`src/rtl/rsv_pkg.sv`:
```
package rsv_pkg;

  // Life cycle of one station.
  typedef enum logic [1:0] {
    ST_FREE = 2'd0,  // available for allocation
    ST_HELD = 2'd1,  // holding an instruction, operands pending or complete
    ST_SENT = 2'd2   // taken by the unit, waiting for its own result tag
  } rsv_state_e;

endpackage

```
`src/rtl/rsv_entry.sv`:
```
module rsv_entry
  import rsv_pkg::*;
#(
  parameter int              DATA_W  = 64,
  parameter int              TAG_W   = 4,
  parameter int              OP_W    = 4,
  parameter logic [TAG_W-1:0] OWN_TAG = '0
) (
  input  logic              clk,
  input  logic              rst_n,
  input  logic              alloc,
  input  logic              take,
  input  logic [OP_W-1:0]   iss_op,
  input  logic [TAG_W-1:0]  iss_j_tag,
  input  logic [DATA_W-1:0] iss_j_val,
  input  logic [TAG_W-1:0]  iss_k_tag,
  input  logic [DATA_W-1:0] iss_k_val,
  input  logic              bc_valid,
  input  logic [TAG_W-1:0]  bc_tag,
  input  logic [DATA_W-1:0] bc_data,
  output logic              busy,
  output logic              ready,
  output logic [OP_W-1:0]   op_q,
  output logic [DATA_W-1:0] j_val_q,
  output logic [DATA_W-1:0] k_val_q
);

  rsv_state_e        state_q, state_d;
  logic [TAG_W-1:0]  j_tag_q, j_tag_d, k_tag_q, k_tag_d;
  logic [DATA_W-1:0] j_val_d, k_val_d;
  logic              j_en, k_en;
  logic              hit_iss_j, hit_iss_k, hit_j, hit_k, own_hit;

  always_comb begin
    hit_iss_j = bc_valid && (iss_j_tag != '0) && (bc_tag == iss_j_tag);
    hit_iss_k = bc_valid && (iss_k_tag != '0) && (bc_tag == iss_k_tag);
    hit_j     = bc_valid && (j_tag_q != '0) && (bc_tag == j_tag_q);
    hit_k     = bc_valid && (k_tag_q != '0) && (bc_tag == k_tag_q);
    own_hit   = bc_valid && (bc_tag == OWN_TAG);
  end

  // next-state logic
  always_comb begin
    state_d = state_q;
    j_tag_d = j_tag_q;
    k_tag_d = k_tag_q;
    j_val_d = j_val_q;
    k_val_d = k_val_q;
    j_en    = 1'b0;
    k_en    = 1'b0;
    if (alloc) begin
      state_d = ST_HELD;
      j_en    = 1'b1;
      k_en    = 1'b1;
      j_tag_d = hit_iss_j ? '0 : iss_j_tag;
      j_val_d = hit_iss_j ? bc_data : iss_j_val;
      k_tag_d = hit_iss_k ? '0 : iss_k_tag;
      k_val_d = hit_iss_k ? bc_data : iss_k_val;
    end else begin
      case (state_q)
        ST_HELD: begin
          if (take) state_d = ST_SENT;
          if (hit_j) begin
            j_en    = 1'b1;
            j_tag_d = '0;
            j_val_d = bc_data;
          end
          if (hit_k) begin
            k_en    = 1'b1;
            k_tag_d = '0;
            k_val_d = bc_data;
          end
        end
        ST_SENT: if (own_hit) state_d = ST_FREE;
        default: state_d = state_q;
      endcase
    end
  end

  // control register
  always_ff @(posedge clk or negedge rst_n) begin
    if (!rst_n) state_q <= ST_FREE;
    else        state_q <= state_d;
  end

  // payload registers, enabled, not reset
  always_ff @(posedge clk) begin
    if (alloc) op_q <= iss_op;
    if (j_en) begin
      j_tag_q <= j_tag_d;
      j_val_q <= j_val_d;
    end
    if (k_en) begin
      k_tag_q <= k_tag_d;
      k_val_q <= k_val_d;
    end
  end

  assign busy  = (state_q != ST_FREE);
  assign ready = (state_q == ST_HELD) && (j_tag_q == '0) && (k_tag_q == '0);

endmodule

```
`src/rtl/rsv_alloc.sv`:
```
module rsv_alloc #(
  parameter int N_ENT = 4
) (
  input  logic [N_ENT-1:0] free_vec,
  output logic [N_ENT-1:0] grant,
  output logic             any_free
);

  always_comb begin
    logic found;
    found = 1'b0;
    grant = '0;
    for (int i = 0; i < N_ENT; i++) begin
      if (free_vec[i] && !found) begin
        grant[i] = 1'b1;
        found    = 1'b1;
      end
    end
    any_free = found;
  end

endmodule

```
`src/rtl/rsv_age_pick.sv`:
```
module rsv_age_pick #(
  parameter int N_ENT = 4
) (
  input  logic             clk,
  input  logic             rst_n,
  input  logic [N_ENT-1:0] alloc_vec,
  input  logic [N_ENT-1:0] rdy_vec,
  output logic [N_ENT-1:0] sel_vec,
  output logic             any_rdy
);

  // older_q[a][b] set: station a was issued before station b
  logic [N_ENT-1:0][N_ENT-1:0] older_q, older_d;
  logic                        older_en;

  always_comb begin
    older_d  = older_q;
    older_en = |alloc_vec;
    for (int j = 0; j < N_ENT; j++) begin
      if (alloc_vec[j]) begin
        for (int i = 0; i < N_ENT; i++) begin
          older_d[j][i] = 1'b0;
          older_d[i][j] = (i != j);
        end
      end
    end
  end

  always_ff @(posedge clk or negedge rst_n) begin
    if (!rst_n)        older_q <= '0;
    else if (older_en) older_q <= older_d;
  end

  always_comb begin
    for (int i = 0; i < N_ENT; i++) begin
      logic blocked;
      blocked = 1'b0;
      for (int j = 0; j < N_ENT; j++) begin
        if ((j != i) && rdy_vec[j] && older_q[j][i]) blocked = 1'b1;
      end
      sel_vec[i] = rdy_vec[i] && !blocked;
    end
    any_rdy = |rdy_vec;
  end

endmodule

```
`src/rtl/rsv_pool.sv`:
```
module rsv_pool #(
  parameter int N_ENT    = 4,
  parameter int DATA_W   = 64,
  parameter int TAG_W    = 4,
  parameter int OP_W     = 4,
  parameter int TAG_BASE = 1
) (
  input  logic              clk,
  input  logic              rst_n,
  input  logic              iss_valid,
  input  logic [OP_W-1:0]   iss_op,
  input  logic [TAG_W-1:0]  iss_j_tag,
  input  logic [DATA_W-1:0] iss_j_val,
  input  logic [TAG_W-1:0]  iss_k_tag,
  input  logic [DATA_W-1:0] iss_k_val,
  output logic              pool_full,
  input  logic              bc_valid,
  input  logic [TAG_W-1:0]  bc_tag,
  input  logic [DATA_W-1:0] bc_data,
  output logic              disp_valid,
  input  logic              disp_ready,
  output logic [OP_W-1:0]   disp_op,
  output logic [DATA_W-1:0] disp_a,
  output logic [DATA_W-1:0] disp_b,
  output logic [TAG_W-1:0]  disp_tag
);

  localparam int TAG_LAST = TAG_BASE + N_ENT - 1;

  logic [N_ENT-1:0]             busy_vec, rdy_vec, grant, alloc_vec, sel_vec, take_vec;
  logic                         any_free, any_rdy;
  logic [N_ENT-1:0][OP_W-1:0]   op_arr;
  logic [N_ENT-1:0][DATA_W-1:0] a_arr, b_arr;

  rsv_alloc #(.N_ENT(N_ENT)) u_alloc (
    .free_vec (~busy_vec),
    .grant    (grant),
    .any_free (any_free)
  );

  assign alloc_vec = grant & {N_ENT{iss_valid}};
  assign pool_full = !any_free;

  rsv_age_pick #(.N_ENT(N_ENT)) u_pick (
    .clk       (clk),
    .rst_n     (rst_n),
    .alloc_vec (alloc_vec),
    .rdy_vec   (rdy_vec),
    .sel_vec   (sel_vec),
    .any_rdy   (any_rdy)
  );

  assign take_vec = sel_vec & {N_ENT{disp_ready}};

  for (genvar g = 0; g < N_ENT; g++) begin : g_ent
    rsv_entry #(
      .DATA_W  (DATA_W),
      .TAG_W   (TAG_W),
      .OP_W    (OP_W),
      .OWN_TAG (TAG_W'(TAG_BASE + g))
    ) u_ent (
      .clk       (clk),
      .rst_n     (rst_n),
      .alloc     (alloc_vec[g]),
      .take      (take_vec[g]),
      .iss_op    (iss_op),
      .iss_j_tag (iss_j_tag),
      .iss_j_val (iss_j_val),
      .iss_k_tag (iss_k_tag),
      .iss_k_val (iss_k_val),
      .bc_valid  (bc_valid),
      .bc_tag    (bc_tag),
      .bc_data   (bc_data),
      .busy      (busy_vec[g]),
      .ready     (rdy_vec[g]),
      .op_q      (op_arr[g]),
      .j_val_q   (a_arr[g]),
      .k_val_q   (b_arr[g])
    );
  end

  // one-hot output mux
  always_comb begin
    disp_op  = '0;
    disp_a   = '0;
    disp_b   = '0;
    disp_tag = '0;
    for (int i = 0; i < N_ENT; i++) begin
      if (sel_vec[i]) begin
        disp_op  = disp_op  | op_arr[i];
        disp_a   = disp_a   | a_arr[i];
        disp_b   = disp_b   | b_arr[i];
        disp_tag = disp_tag | TAG_W'(TAG_BASE + i);
      end
    end
    disp_valid = any_rdy && (TAG_LAST > 0);
  end

endmodule

```
`config.mk`:
```
export PLATFORM = sky130hd
export DESIGN_NAME = rsv_pool
export DESIGN_NICKNAME = d
export VERILOG_FILES = /design/src/rtl/rsv_pkg.sv /design/src/rtl/rsv_entry.sv /design/src/rtl/rsv_alloc.sv /design/src/rtl/rsv_age_pick.sv /design/src/rtl/rsv_pool.sv
export SDC_FILE = /design/constraint.sdc
export NUM_CORES = 1
export LEC_CHECK = 0
export BUFFER_PORTS_ARGS = -buffer_cell sky130_fd_sc_hd__buf_4
export CAP_MARGIN = 10
export CORE_UTILIZATION = 55
export DETAILED_ROUTE_END_ITERATION = 12
export PLACE_DENSITY = 0.87
export SLEW_MARGIN = 25
export SYNTH_ARGS = -nofsm -noshare
export SYNTH_HDL_FRONTEND = slang
export SYNTH_HIERARCHICAL = 1
export SYNTH_SLANG_ARGS = --single-unit
export TNS_END_PERCENT = 100
```
`constraint.sdc`:
```
create_clock -name clk -period 13.9 [get_ports clk]
set_input_delay 1.39 -clock clk [delete_from_list [all_inputs] [get_ports clk]]
set_output_delay 1.39 -clock clk [all_outputs]
set_load 0.05 [all_outputs]
```
==> results.toml <==
[status]
outcome = "finished clean"

[placed_design]
dpl.hpwl_um = 47600
dp_slack_ns = 9.05
port_buffers = 349
gp_congestion = 0.868

[timing]
drv_slew = 0
setup_slack_ns = 8.29
clock.fmax_ghz = 0.178
rsz0062_at_grt = "false"
final.setup_skew_ns = 0.0333
fin_tns_setup_ns = 0
fin_crit_ns = 5.61
relSlewSlack_pct = 29.3
worst_slew_pin_slew_ns = 1.06
hold_viol_final = 0
final-setup-viol-count = 0
finalCritPeriodShare_pct = 40.4

[power]
p_leak_nw = 12.5
combinationalPowerShare_pct = 6.4
p_per_area_nw_per_um2 = 112
p_sw_w = 0.000808
finalPower_w = 0.00373
seqPwrFrac_pct = 52.6
p_int_w = 0.00292
peakVddDrop_mv = 0.101
netSwitchingFraction_pct = 21.7
clockPowerShare_pct = 41.0

[worst_setup_path]
critPathMostFrequentCell = "buf_4"
slowest_stage = "buf_4"
cp_max_fo = 69
critPathArrivalTime_ns = 4.22
worstSetupPathType = "flop to output port"
cpPeakStageDelay_ns = 0.92
cp_cell_sequence = "nor3_1 > and3_1 > and3_4 > buf_4 > a22oi_1 > nand2_1 > buf_4"
worstPathRequired_ns = 12.51
endpoint_kind = "output port"
start_kind = "flop"

[cells_and_area]
area_growth_pct = 16.5
layout-drive-gt1-share_pct = 42.3
layout.nets = 2416

[clock_tree]
insertion_delay_ns = 0.64
cts.clk_slew.worst_paths_ns = 0.06
clock_path_buffers = 3
numCtsBuffers = 57
htreeDepth = 2
cts_hold_buffers = 0
post_cts_buffers = 0
cts_num_sinks = 580
post_cts_resized = 0
cts_root_buf = "clkbuf_16"
cts_tree = "yes"

[routing]
drt-vias-per-instance = 6.41
drt-total-wl_um = 79600
vias = 18800
routedWlPerCell_um = 27.2
drt-pass1-iter-count = 7
drcViolationCount = 0
drt_iter0_drc = 1874
ant_nets = 0

[floorplan]
die_height_um = 230
start_util_pct = 55.8
rows = 83
io_pins = 351
die_area_um2 = 52900
core_um2 = 51300
die_width_um = 230

[synthesis]
muxShareOfSynthArea_pct = 21.0
synth_cells = 1900
yosys.area.top_type = "edfxtp_1"
syn_nets = 2113
synth_top_family_by_area = "multiplexers"
synth_top_area_share_pct = 58.8
synth-compound-area-share_pct = 8.67
synthTopCellsByArea = "edfxtp_1 59%, mux2_2 15%, a22oi_1 6.7%"
synth-main-ff-cell = "edfxtp_1"
ys_warn_count = 6
ys_seq_area_share_pct = 60.5
ys_seq_elements = 580
synth_cell_type_count = 38
netlist_area_um2 = 28600
yosys.area_share.simple_pct = 4.04
synth_edf_count = 560
syn_avg_cell_area_um2 = 15.1
synth-async-reset-ratio_pct = 3.45
yosys.area_share.adder_pct = 0
synth_xor_area_share_pct = 1.71

[global_route]
grt_pass1_vias = 19300
grt_usage_pct = 29.5
gr-total-overflow = 0
gr-max-usage-layer = "met2"
antenna_found_initial = 6
grt_pass1_wl_um = 117000
grt_max_degree = 83
use_met1_pct = 37.9
grt_util_met2_pct = 49.0
met3_usage_pct = 6.57

[worst_hold_path]
holdCritPathClass = "flop to flop"

[run]
drv_cap = 0
[kinds of logic after synthesis]
logic type / count (synthesis)
other: 1
DFF: 580
AOI/OAI and AO/OA: 322
and+or+nand+nor: 255
xor gates and xnor gates: 56
muxes: 512
buffers and inverters: 174
[area by class of cell]
type	instances	area, um^2
diodes	3	7.51
clock buffers	68	1480
clock inverters	36	350
fillers	3611	18000
inverters	40	150
multi-input cells	1146	10300
flip-flops and latches	580	17300
well taps	680	851
repair buffers	378	2870
[per-stage QoR]
step                hold WS, ns  utilization, %  instance area (um^2)  instances
global route              0.525            65.0                 33300       2931
floorplan                 0.450               -                 28600       1900
finish                    0.506            65.0                 33300       2931
detailed placement        0.495            61.3                 31500       2823
CTS                       0.509            64.9                 33300       2927
global placement          0.480            61.3                 31400       2822
[cells in the mapped netlist, types with 2 or more instances]
cell type / n
o31ai_1: 2
nor3_1: 16
or2_2: 6
a21oi_1: 12
a22oi_1: 257
nand2_1: 137
nor2_1: 44
a21o_1: 10
o41ai_1: 5
or4_1: 2
dfrtp_1: 20
o21ai_2: 8
buf_6: 51
nor4b_1: 5
o21ai_0: 5
and2_1: 8
mux2_2: 384
nand2b_1: 4
mux2_1: 64
edfxtp_1: 560
o41ai_2: 4
a22oi_2: 11
inv_1: 40
and3_1: 7
o21bai_1: 8
mux2_4: 64
buf_4: 6
nand4_1: 16
xnor2_1: 56
and3b_1: 4
buf_2: 77
[flip-flops by register name (all words and copies together) (netlist names)]
register	count
g_ent.u_ent/op_q	16
g_ent.u_ent/j_val_q	256
g_ent.u_ent/j_tag_q	16
g_ent.u_ent/k_tag_q	16
g_ent.u_ent/k_val_q	256
u_pick/older_q	12
g_ent.u_ent/state_q	8
[path summary, 6_finish.rpt]
path	startpoint	end	slack (ns)	depth (start not counted)
setup / recovery	g_ent[1].u_ent/k_tag_q[0]$_SDFFCE_PP0P_	disp_a[20]	8.29	7
hold / removal	u_pick/older_q[1]$_DFFE_PN0P_	u_pick/older_q[1]$_DFFE_PN0P_	0.51	1
setup reg to reg	g_ent[3].u_ent/state_q[1]$_DFFE_PN0P_	g_ent[3].u_ent/j_val_q[32]$_DFFE_PP_	10.35	6
hold reg to reg	u_pick/older_q[1]$_DFFE_PN0P_	u_pick/older_q[1]$_DFFE_PN0P_	0.51	1
max in group asynchronous	rst_n	g_ent[0].u_ent/state_q[0]$_DFFE_PN0P_	13.03	1
min in group asynchronous	rst_n	g_ent[3].u_ent/state_q[1]$_DFFE_PN0P_	0.62	1
[metal layers]
| metal | vias up | part of all wire (%) | wire length (um) |
|---|---|---|---|
| met4 | 6 | 3.3 | 2590 |
| li1 | 8007 | - | - |
| met1 | 9568 | 38 | 30600 |
| met3 | 167 | 9.4 | 7480 |
| met5 | - | 0.052 | 41 |
| met2 | 1052 | 49 | 38900 |
[power by group through the flow]
| stage | combinational, W | clock (W) | sequential (W) |
|---|---|---|---|
| floorplan | 0.000121 | 0 | 0.00199 |
| global placement | 0.000216 | 0 | 0.00199 |
| detailed placement | 0.000231 | 0 | 0.00200 |
| CTS | 0.000233 | 0.00154 | 0.00196 |
| global route | 0.000251 | 0.00161 | 0.00196 |
| finish | 0.000237 | 0.00153 | 0.00196 |
[placed cells by master (no fill, tap or decap), types with 6 or more instances in the layout]
cell and instances:
edfxtp_1 560, mux2_2 384, buf_4 375, a22oi_1 257
nand2_1 137, mux2_1 64, mux2_4 64, clkbuf_16 57
xnor2_1 56, nor2_1 44, inv_1 40, dfrtp_1 20
clkinv_2 16, nand4_1 16, nor3_1 16, a21oi_1 12
a22oi_2 11, clkbuf_1 10, clkinv_1 10, a21o_1 10
and2_1 8, o21ai_4 8, o21bai_4 8, or2_2 6
[worst max-delay path, delay by kind of cell, from the launching register on]
| family | cells | cell delay (ns) |
|---|---|---|
| compound gates | 1 | 0.20 |
| buf+inv | 2 | 1.14 |
| flops | 1 | 0.41 |
| simple gates | 4 | 1.78 |
No activity file was read; power rests on OpenSTA's default activity.
